==> config.mk <==
export PLATFORM = sky130hd
export DESIGN_NAME = prio_irq_resolver
export DESIGN_NICKNAME = d
export VERILOG_FILES = /design/src/rtl/prio_irq_pkg.sv /design/src/rtl/irq_control.sv /design/src/rtl/irq_datapath.sv /design/src/rtl/prio_irq_resolver.sv
export SDC_FILE = /design/constraint.sdc
export NUM_CORES = 1
export LEC_CHECK = 0
export BUFFER_PORTS_ARGS = -buffer_cell sky130_fd_sc_hd__buf_2
export CAP_MARGIN = 25
export CORE_MARGIN = 4
export CORE_UTILIZATION = 56
export CTS_CLUSTER_DIAMETER = 120
export CTS_CLUSTER_SIZE = 24
export DETAILED_ROUTE_END_ITERATION = 8
export PLACE_DENSITY = 0.85
export SYNTH_ARGS = -nofsm -noshare
export SYNTH_HDL_FRONTEND = slang
export SYNTH_SLANG_ARGS = --single-unit
==> constraint.sdc <==
create_clock -name clk -period 5.8 [get_ports clk]
set_clock_uncertainty 0.15 [all_clocks]
set_input_delay 1.16 -clock clk [delete_from_list [all_inputs] [get_ports clk]]
set_output_delay 1.16 -clock clk [all_outputs]
set_load 0.02 [all_outputs]
==> src/rtl/prio_irq_pkg.sv <==
package prio_irq_pkg;
  localparam int LINES     = 8;
  localparam int IDXW      = $clog2(LINES);
  localparam int CASC_LINE = 2;
  localparam int SPUR_LINE = LINES - 1;

  typedef struct packed {
    logic            ackFire;
    logic            setIsr;
    logic            clrIrr;
    logic            rotBase;
    logic [IDXW-1:0] line;
  } ackStrobe_t;

  // Best priority index of a vector under a rotated origin; LINES means none.
  function automatic logic [IDXW:0] bestIndex(input logic [LINES-1:0] vec,
                                              input logic [IDXW-1:0]  base);
    logic [IDXW:0]   res;
    logic [IDXW-1:0] pos;
    res = (IDXW+1)'(LINES);
    for (int k = LINES - 1; k >= 0; k--) begin
      pos = base + IDXW'(k);
      if (vec[pos]) res = (IDXW+1)'(k);
    end
    return res;
  endfunction
endpackage

==> src/rtl/irq_control.sv <==
module irq_control
  import prio_irq_pkg::*;
(
  input  logic             ackPulse,
  input  logic             autoEoi,
  input  logic             rotateOnAutoEoi,
  input  logic [LINES-1:0] trigLevel,
  input  logic             winValid,
  input  logic [IDXW-1:0]  winLine,
  output ackStrobe_t       strobe
);
  logic takeWin;

  always_comb begin
    takeWin        = ackPulse && winValid;
    strobe.ackFire = ackPulse;
    strobe.line    = winValid ? winLine : IDXW'(SPUR_LINE);
    strobe.setIsr  = takeWin && !autoEoi;
    strobe.rotBase = takeWin && autoEoi && rotateOnAutoEoi;
    strobe.clrIrr  = takeWin && !trigLevel[winLine];
  end
endmodule

==> src/rtl/irq_datapath.sv <==
module irq_datapath
  import prio_irq_pkg::*;
#(
  parameter bit IS_MASTER = 1'b1
) (
  input  logic             clk,
  input  logic             rstN,
  input  logic [LINES-1:0] reqLines,
  input  logic [LINES-1:0] trigLevel,
  input  logic [LINES-1:0] maskBits,
  input  logic [IDXW-1:0]  prioBase,
  input  logic             prioBaseLoad,
  input  logic             nestedMode,
  input  logic [LINES-1:0] isrClear,
  input  ackStrobe_t       strobe,
  output logic             winValid,
  output logic [IDXW-1:0]  winLine,
  output logic             irqOut,
  output logic             ackValid,
  output logic [IDXW-1:0]  ackLine
);
  logic [LINES-1:0] irrQ, lastQ, isrQ;
  logic [IDXW-1:0]  baseQ;
  logic [LINES-1:0] isrView, lineOh, irrNext, isrNext, rising, irrKept;
  logic [IDXW:0]    reqIdx, isrIdx;

  generate
    if (IS_MASTER) begin : g_master
      always_comb begin
        isrView = isrQ;
        if (nestedMode) isrView[CASC_LINE] = 1'b0;
      end
    end else begin : g_slave
      always_comb isrView = isrQ;
    end
  endgenerate

  always_comb begin
    reqIdx   = bestIndex(irrQ & ~maskBits, baseQ);
    isrIdx   = bestIndex(isrView, baseQ);
    winValid = reqIdx < isrIdx;
    winLine  = reqIdx[IDXW-1:0] + baseQ;
    lineOh   = LINES'(1) << strobe.line;
    irrKept  = strobe.clrIrr ? (irrQ & ~lineOh) : irrQ;
    rising   = reqLines & ~lastQ;
    irrNext  = (trigLevel & reqLines) | (~trigLevel & (irrKept | rising));
    isrNext  = (isrQ & ~isrClear) | (strobe.setIsr ? lineOh : '0);
  end

  always_ff @(posedge clk or negedge rstN) begin
    if (!rstN) begin
      irrQ     <= '0;
      lastQ    <= '0;
      isrQ     <= '0;
      baseQ    <= '0;
      irqOut   <= 1'b0;
      ackValid <= 1'b0;
      ackLine  <= '0;
    end else begin
      irrQ     <= irrNext;
      lastQ    <= reqLines;
      isrQ     <= isrNext;
      irqOut   <= winValid;
      ackValid <= strobe.ackFire;
      if (strobe.ackFire) ackLine <= strobe.line;
      if (strobe.rotBase) baseQ <= strobe.line + IDXW'(1);
      else if (prioBaseLoad) baseQ <= prioBase;
    end
  end

  AST_LEVEL_FOLLOW: assert property (@(posedge clk) disable iff (!rstN)
    $past(rstN) |-> ((irrQ & $past(trigLevel)) == ($past(reqLines) & $past(trigLevel))));
  AST_EDGE_HOLD: assert property (@(posedge clk) disable iff (!rstN)
    !$past(strobe.clrIrr) |-> ((($past(irrQ) & ~$past(trigLevel)) & ~irrQ) == '0));
  AST_IRQ_NEEDS_REQ: assert property (@(posedge clk) disable iff (!rstN)
    irqOut |-> $past(|(irrQ & ~maskBits)));
  AST_ACK_SETS_ISR: assert property (@(posedge clk) disable iff (!rstN)
    $past(strobe.setIsr) |-> isrQ[$past(strobe.line)]);
  AST_AUTO_EOI_NO_ISR: assert property (@(posedge clk) disable iff (!rstN)
    $past(strobe.ackFire && !strobe.setIsr) |-> ((isrQ & ~$past(isrQ)) == '0));
endmodule

==> src/rtl/prio_irq_resolver.sv <==
module prio_irq_resolver
  import prio_irq_pkg::*;
#(
  parameter bit IS_MASTER = 1'b1
) (
  input  logic       clk,
  input  logic       rstN,
  input  logic [7:0] reqLines,
  input  logic [7:0] trigLevel,
  input  logic [7:0] maskBits,
  input  logic [2:0] prioBase,
  input  logic       prioBaseLoad,
  input  logic       autoEoi,
  input  logic       rotateOnAutoEoi,
  input  logic       nestedMode,
  input  logic [7:0] isrClear,
  input  logic       ackPulse,
  output logic       irqOut,
  output logic       ackValid,
  output logic [2:0] ackLine
);
  ackStrobe_t      strobe;
  logic            winValid;
  logic [IDXW-1:0] winLine;

  irq_control u_ctrl (
    .ackPulse        (ackPulse),
    .autoEoi         (autoEoi),
    .rotateOnAutoEoi (rotateOnAutoEoi),
    .trigLevel       (trigLevel),
    .winValid        (winValid),
    .winLine         (winLine),
    .strobe          (strobe)
  );

  irq_datapath #(.IS_MASTER(IS_MASTER)) u_dp (
    .clk          (clk),
    .rstN         (rstN),
    .reqLines     (reqLines),
    .trigLevel    (trigLevel),
    .maskBits     (maskBits),
    .prioBase     (prioBase),
    .prioBaseLoad (prioBaseLoad),
    .nestedMode   (nestedMode),
    .isrClear     (isrClear),
    .strobe       (strobe),
    .winValid     (winValid),
    .winLine      (winLine),
    .irqOut       (irqOut),
    .ackValid     (ackValid),
    .ackLine      (ackLine)
  );
endmodule

==> results of run 1 <==
area by class of cell:
class,instances,area [sq um],area share
clock buffer,8,90.1,0.0308
inverter,20,80.1,0.0274
multi-input combinational,186,1630,0.559
tap,52,65.1,0.0223
timing repair buffer,49,253,0.0865
sequential,32,801,0.274
state kept, by name, indices dropped and copies added (netlist names):
register       count
u_dp.irqOut        1
u_dp.baseQ         3
u_dp.isrQ          8
u_dp.ackLine       3
u_dp.ackValid      1
u_dp.lastQ         8
u_dp.irrQ          8
tightest hold or removal path, cell delays in order, from the launching register on:
cell	delay, ns
dfrtp_1	0.35
nor2_1	0.04
a21oi_1	0.10
metrics by stage:
| step | hold WS [ns] | utilization | setup WS, ns |
|---|---|---|---|
| 5_1_grt | 0.416 | 0.667 | 0.174 |
| 2_1_floorplan | 0.319 | - | 0.710 |
| 3_3_place_gp | 0.355 | 0.646 | 0.587 |
| 4_1_cts | 0.393 | 0.667 | 0.492 |
| 6_report | 0.388 | 0.667 | 0.508 |
| 3_5_place_dp | 0.370 | 0.646 | 0.415 |
kinds of logic (layout without fill, tap and decap cells):
kind of cell,Yosys count,count (layout),share of synthesized area
AND/OR/NAND/NOR,72,72,0.160
AO/OA/AOI/OAI,51,51,0.131
multiplexers,45,45,0.260
flip-flops,32,32,0.312
buffers and inverters,28,77,0.0512
adder cells (fa/ha/maj),13,13,0.0663
XOR/XNOR,5,5,0.0200
worst min-delay path by stage:
stage          slack, ns                           to  cells past startpoint                         from
2_1_floorplan       0.32       u_dp.isrQ[2]$_DFF_PN0_                      1       u_dp.isrQ[2]$_DFF_PN0_
3_3_place_gp        0.36  u_dp.ackLine[1]$_DFFE_PN0P_                      2  u_dp.ackLine[1]$_DFFE_PN0P_
3_5_place_dp        0.37  u_dp.ackLine[1]$_DFFE_PN0P_                      2  u_dp.ackLine[1]$_DFFE_PN0P_
6_report            0.39  u_dp.ackLine[1]$_DFFE_PN0P_                      2  u_dp.ackLine[1]$_DFFE_PN0P_
4_1_cts             0.39       u_dp.isrQ[2]$_DFF_PN0_                      1       u_dp.isrQ[2]$_DFF_PN0_
5_1_grt             0.42       u_dp.isrQ[2]$_DFF_PN0_                      1       u_dp.isrQ[2]$_DFF_PN0_
layout by cell type, fill, tap and decap left out, types with 7 or more instances in the layout:
cell / instances
buf_2: 46
dfrtp_1: 32
a21oi_1: 24
nor2b_1: 22
mux2i_1: 19
mux4_2: 16
inv_1: 14
nand2b_1: 13
ha_1: 12
nand2_1: 11
nor2_1: 7
layer usage:
layer | track usage | vias up
met4 | 0.107 | 0
met3 | 0.0317 | 20
met5 | 0 | -
met1 | 0.262 | 1009
met2 | 0.404 | 52
li1 | - | 995
cell usage after synthesis, types with 2 or more instances:
cell type  instances
dfrtp_1           32
a21oi_1           24
nor2b_1           22
mux2i_1           19
mux4_2            16
inv_1             14
nand2b_1          13
ha_1              12
nand2_1           11
nor2_1             7
inv_2              5
mux2_2             5
mux2_1             4
o21ai_0            4
o22ai_1            4
a22o_1             3
a32o_1             3
and3_1             3
clkbuf_1           3
nand3b_1           3
nand4_1            3
or2_2              3
a22oi_1            2
and2_1             2
buf_2              2
buf_6              2
nand3_1            2
nor3b_1            2
o21a_1             2
xnor2_1            2
xor2_1             2
==> flow_metrics.py, run 1 <==
metrics = {
    "setup_path": {
        "cp.arrival_ns": 5.35,
        "reg2reg_setup_slack_ns": 0.51,
        "reg2reg_to": "u_dp.irrQ[3]$_DFF_PN0_",
        "path_buf_inv": 3,
        "crit_end": "u_dp.irrQ[3]$_DFF_PN0_",
        "crit_start": "u_dp.baseQ[1]$_DFFE_PN0P_",
        "start_kind": "flop",
        "required_ns": 5.86,
        "r2r_cells": 21,
        "cpLargestDelayFamily": "simple AND/OR/NAND/NOR gates",
        "crit_cells": 21,
        "reg2reg_from": "u_dp.baseQ[1]$_DFFE_PN0P_",
        "slowest_stage": "mux4_2",
        "cp_common_cell": "ha_1",
        "slowest_delay_ns": 0.58,
        "endpoint_kind": "flop",
        "crit_type": "reg2reg",
        "worstPathCellList": "inv_2, ha_1, mux4_2, mux2i_1, nor2b_1, a21oi_1, or2_2, ha_1, o21a_1, o21ai_0, nand2b_1, and3_1, a221oi_2, buf_4, nor2b_1, inv_2, ha_1, ha_1, nand2_1, nor2b_1, a22oi_1",
        "cp_max_fo": 11,
    },
    "route": {
        "post_drt_wl_per_cell_microns": 16.9,
        "wl_met2_microns": 3060,
        "topRoutingLayerUsed": "met4",
        "wl_met3_microns": 183,
        "met1_length_microns": 2400,
        "postRouteAntennaNets": 0,
        "initialDrtViolationCount": 85,
        "via_per_inst": 5.98,
        "firstDrtPassIters": 4,
        "drc": 0,
        "num_vias": 2076,
        "wl_microns": 5850,
    },
    "placed_design": {
        "gp_congestion": 0.878,
        "io_buffer_count": 46,
        "place_inst": 339,
        "place_area_sq_um": 2830,
        "dp_hpwl_microns": 4730,
    },
    "global_route": {
        "grt.total_usage": 0.224,
        "grt_pass1_vias": 2113,
        "grt_pass1_wl_microns": 9540,
        "antenna_found_initial": 0,
        "overflow": 0,
        "grt_max_degree": 33,
    },
    "synth": {
        "yosysTopAreaCell": "dfrtp_1",
        "yosysTopAreaCellShare": 0.312,
        "ys_warn_count": 0,
        "synth_nets": 301,
        "synth_area_sq_um": 2570,
        "synthCells": 246,
        "async_reset_ff_frac": 1.00,
        "ys_seq_area_frac": 0.312,
        "synth_edf_count": 0,
        "synth_ff_type": "dfrtp_1",
        "synth.distinct_cells": 46,
        "synth.avg_cell_area_sq_um": 10.4,
        "synth_area_leaders": "dfrtp_1, mux4_2, mux2i_1",
        "synth_seq_cells": 32,
    },
    "cells_and_area": {
        "instances_no_fill": 347,
        "fillers": 337,
        "final_cell_area_sq_um": 2920,
        "syn_to_final_growth_pct": 13.9,
        "final_nets": 349,
        "layout-drive-gt1-share": 0.302,
        "n_antenna_cell": 0,
    },
    "die": {
        "die_h_microns": 75.7,
        "die_w_microns": 75.7,
        "rows": 24,
        "io-pin-count": 47,
        "start_util": 0.585,
        "core_area_sq_um": 4380,
        "die_area_sq_um": 5730,
    },
    "clocking": {
        "cts_buffer_depth": 2,
        "hold_buffers": 0,
        "cts.sinks": 32,
        "cts_resized": 0,
        "root_buffer": "clkbuf_8",
        "numCtsBuffers": 5,
        "clk_pin_slew_ns": 0.06,
        "cts_tree": "built",
        "post-cts-setup-buffers": 0,
        "clk_latency_ns": 0.28,
        "ctsHtreeMaxLevel": 2,
    },
    "timing": {
        "max_slew_margin": 0.542,
        "finalMaxSlewViolations": 0,
        "setup_viol": 0,
        "rsz0062_at_grt": "false",
        "timing.setup.tns_ns": 0,
        "fin_crit_sh": 0.912,
        "min_period_ns": 5.29,
        "hold_viol": 0,
        "worst_pin_slew_ns": 0.687,
        "timing.fmax_mhz": 189,
    },
    "min_path": {
        "hp-class": "reg2reg",
    },
    "status": {
        "run_status": "finished clean",
    },
    "flow_run": {
        "drv_cap": 0,
    },
}
Power of run 1 is not shown: default switching activity piles up to over one toggle a cycle in this logic, so the estimate is an artifact.
==> inputs of run 2 (changes only) <==
==> constraint.sdc (replaced) <==
create_clock -name clk -period 5.8 [get_ports clk]
set_clock_uncertainty 0.15 [all_clocks]
set_input_delay 0.58 -clock clk [delete_from_list [all_inputs] [get_ports clk]]
set_output_delay 0.58 -clock clk [all_outputs]
set_load 0.02 [all_outputs]
==> flow_metrics.py, run 2 (synthesis gave the netlist of run 1 again) <==
metrics = {
    "status": {
        "run_status": "finished clean",
    },
    "cells_and_area": {
        "top_regs": "u_dp.irrQ x8, u_dp.isrQ x8, u_dp.lastQ x8",
        "mostFrequentLayoutCell": "buf_2",
        "layout-drive-gt1-share": 0.303,
        "fillers": 318,
        "syn_to_final_growth_pct": 13.7,
        "n_antenna_cell": 0,
        "final_cell_area_sq_um": 2920,
        "multi_input_area_sq_um": 1640,
        "final-seq-area_sq_um": 801,
        "final_cell_mix": "buf_2, dfrtp_1, a21oi_1",
        "final_nets": 348,
    },
    "clocking": {
        "numCtsBuffers": 5,
        "clk_latency_ns": 0.28,
        "cts.sinks": 32,
        "post-cts-setup-buffers": 0,
        "clk_pin_slew_ns": 0.07,
        "root_buffer": "clkbuf_8",
        "ctsHtreeMaxLevel": 2,
        "cts_tree": "built",
        "cts_buffer_depth": 2,
    },
    "route": {
        "post_drt_wl_per_cell_microns": 16.7,
        "via_per_inst": 6.03,
        "num_vias": 2086,
        "initialDrtViolationCount": 71,
        "wl_microns": 5760,
        "firstDrtPassIters": 4,
        "postRouteAntennaNets": 0,
        "drc": 0,
    },
    "timing": {
        "setup_viol": 0,
        "worst_pin_slew_ns": 0.690,
        "timing.hold.ws_ns": 0.191,
        "finalMaxSlewViolations": 0,
        "fin_crit_sh": 0.906,
        "timing.setup.tns_ns": 0,
        "rsz0062_at_grt": "false",
        "timing.fmax_mhz": 190,
        "max_slew_margin": 0.540,
        "hold_viol": 0,
        "min_period_ns": 5.25,
    },
    "setup_path": {
        "start_kind": "flop",
        "endpoint_kind": "flop",
        "required_ns": 5.85,
        "cp_max_fo": 11,
        "cp.arrival_ns": 5.30,
        "crit_type": "reg2reg",
    },
    "placed_design": {
        "place_area_sq_um": 2830,
        "dp_hpwl_microns": 4670,
        "io_buffer_count": 46,
        "gp_congestion": 0.898,
    },
    "global_route": {
        "antenna_found_initial": 0,
        "grt.total_usage": 0.227,
        "grt_pass1_wl_microns": 9710,
        "grt_pass1_vias": 2090,
        "grt_max_degree": 33,
        "overflow": 0,
    },
    "die": {
        "core_area_sq_um": 4380,
        "die_w_microns": 75.7,
        "die_area_sq_um": 5730,
        "rows": 24,
        "die_h_microns": 75.7,
        "start_util": 0.585,
        "io-pin-count": 47,
    },
    "min_path": {
        "hp-class": "in2async",
    },
    "flow_run": {
        "drv_cap": 0,
    },
}
-- run 2: cell count changes in the layout (fill, tap and decap cells not counted), sizes merged --
cell / before / now
buf: 49 / 48
-- run 2: worst paths after layout --
path | slack (ns) | start | cells past startpoint | to
worst max-delay path | 0.55 | u_dp.baseQ[1]$_DFFE_PN0P_ | 18 | u_dp.irrQ[3]$_DFF_PN0_
worst min-delay path | 0.19 | rstN | 1 | u_dp.lastQ[5]$_DFF_PN0_
worst max register to register | 0.55 | u_dp.baseQ[1]$_DFFE_PN0P_ | 18 | u_dp.irrQ[3]$_DFF_PN0_
worst min register to register | 0.37 | u_dp.ackLine[1]$_DFFE_PN0P_ | 2 | u_dp.ackLine[1]$_DFFE_PN0P_
max in group asynchronous | 4.86 | rstN | 1 | u_dp.ackLine[0]$_DFFE_PN0P_
min in group clk | 0.27 | reqLines[3] | 1 | u_dp.lastQ[3]$_DFF_PN0_
-- run 2: final cells by class --
class,instances,share of cell area
Clock buffer,8,0.0309
Sequential cell,32,0.274
Inverter,20,0.0274
Tap cell,52,0.0223
Multi-Input combinational cell,186,0.561
Timing Repair Buffer,48,0.0840
-- run 2: critical path: stages (launching register included) --
cell and delay (ns):
dfrtp_1 0.53, inv_2 0.19, ha_1 0.56, mux4_2 0.58, or4_1 0.52, nor2b_2 0.30, ha_1 0.29, o21a_1 0.10
o21ai_0 0.16, nand2b_1 0.12, and3_1 0.17, a221oi_2 0.40, nor2b_1 0.36, inv_2 0.07, ha_1 0.21, ha_1 0.18
nand2_1 0.08, nor2b_1 0.05, a22oi_1 0.15
-- run 2: stage by stage --
stage	cells	util	setup slack, ns
6_report	346	0.666	0.546
5_1_grt	346	0.666	0.161
4_1_cts	346	0.665	0.431
3_5_place_dp	338	0.644	0.456
3_3_place_gp	338	0.644	0.661
2_1_floorplan	246	-	0.821
-- run 2: layer usage --
metal | vias to the layer above | global-route usage | wire length, microns
li1 | 994 | - | -
met4 | 0 | 0.0699 | 74
met1 | 1029 | 0.296 | 2380
met5 | - | 0 | 0
met2 | 56 | 0.386 | 3030
met3 | 7 | 0.0422 | 270
-- run 2: timing repair --
action                     4_1_cts  5_1_grt
setup endpoints to repair        0        1
gates resized for setup          0        1
hold buffers                     0        0
Power of run 2 is left out for the same reason.
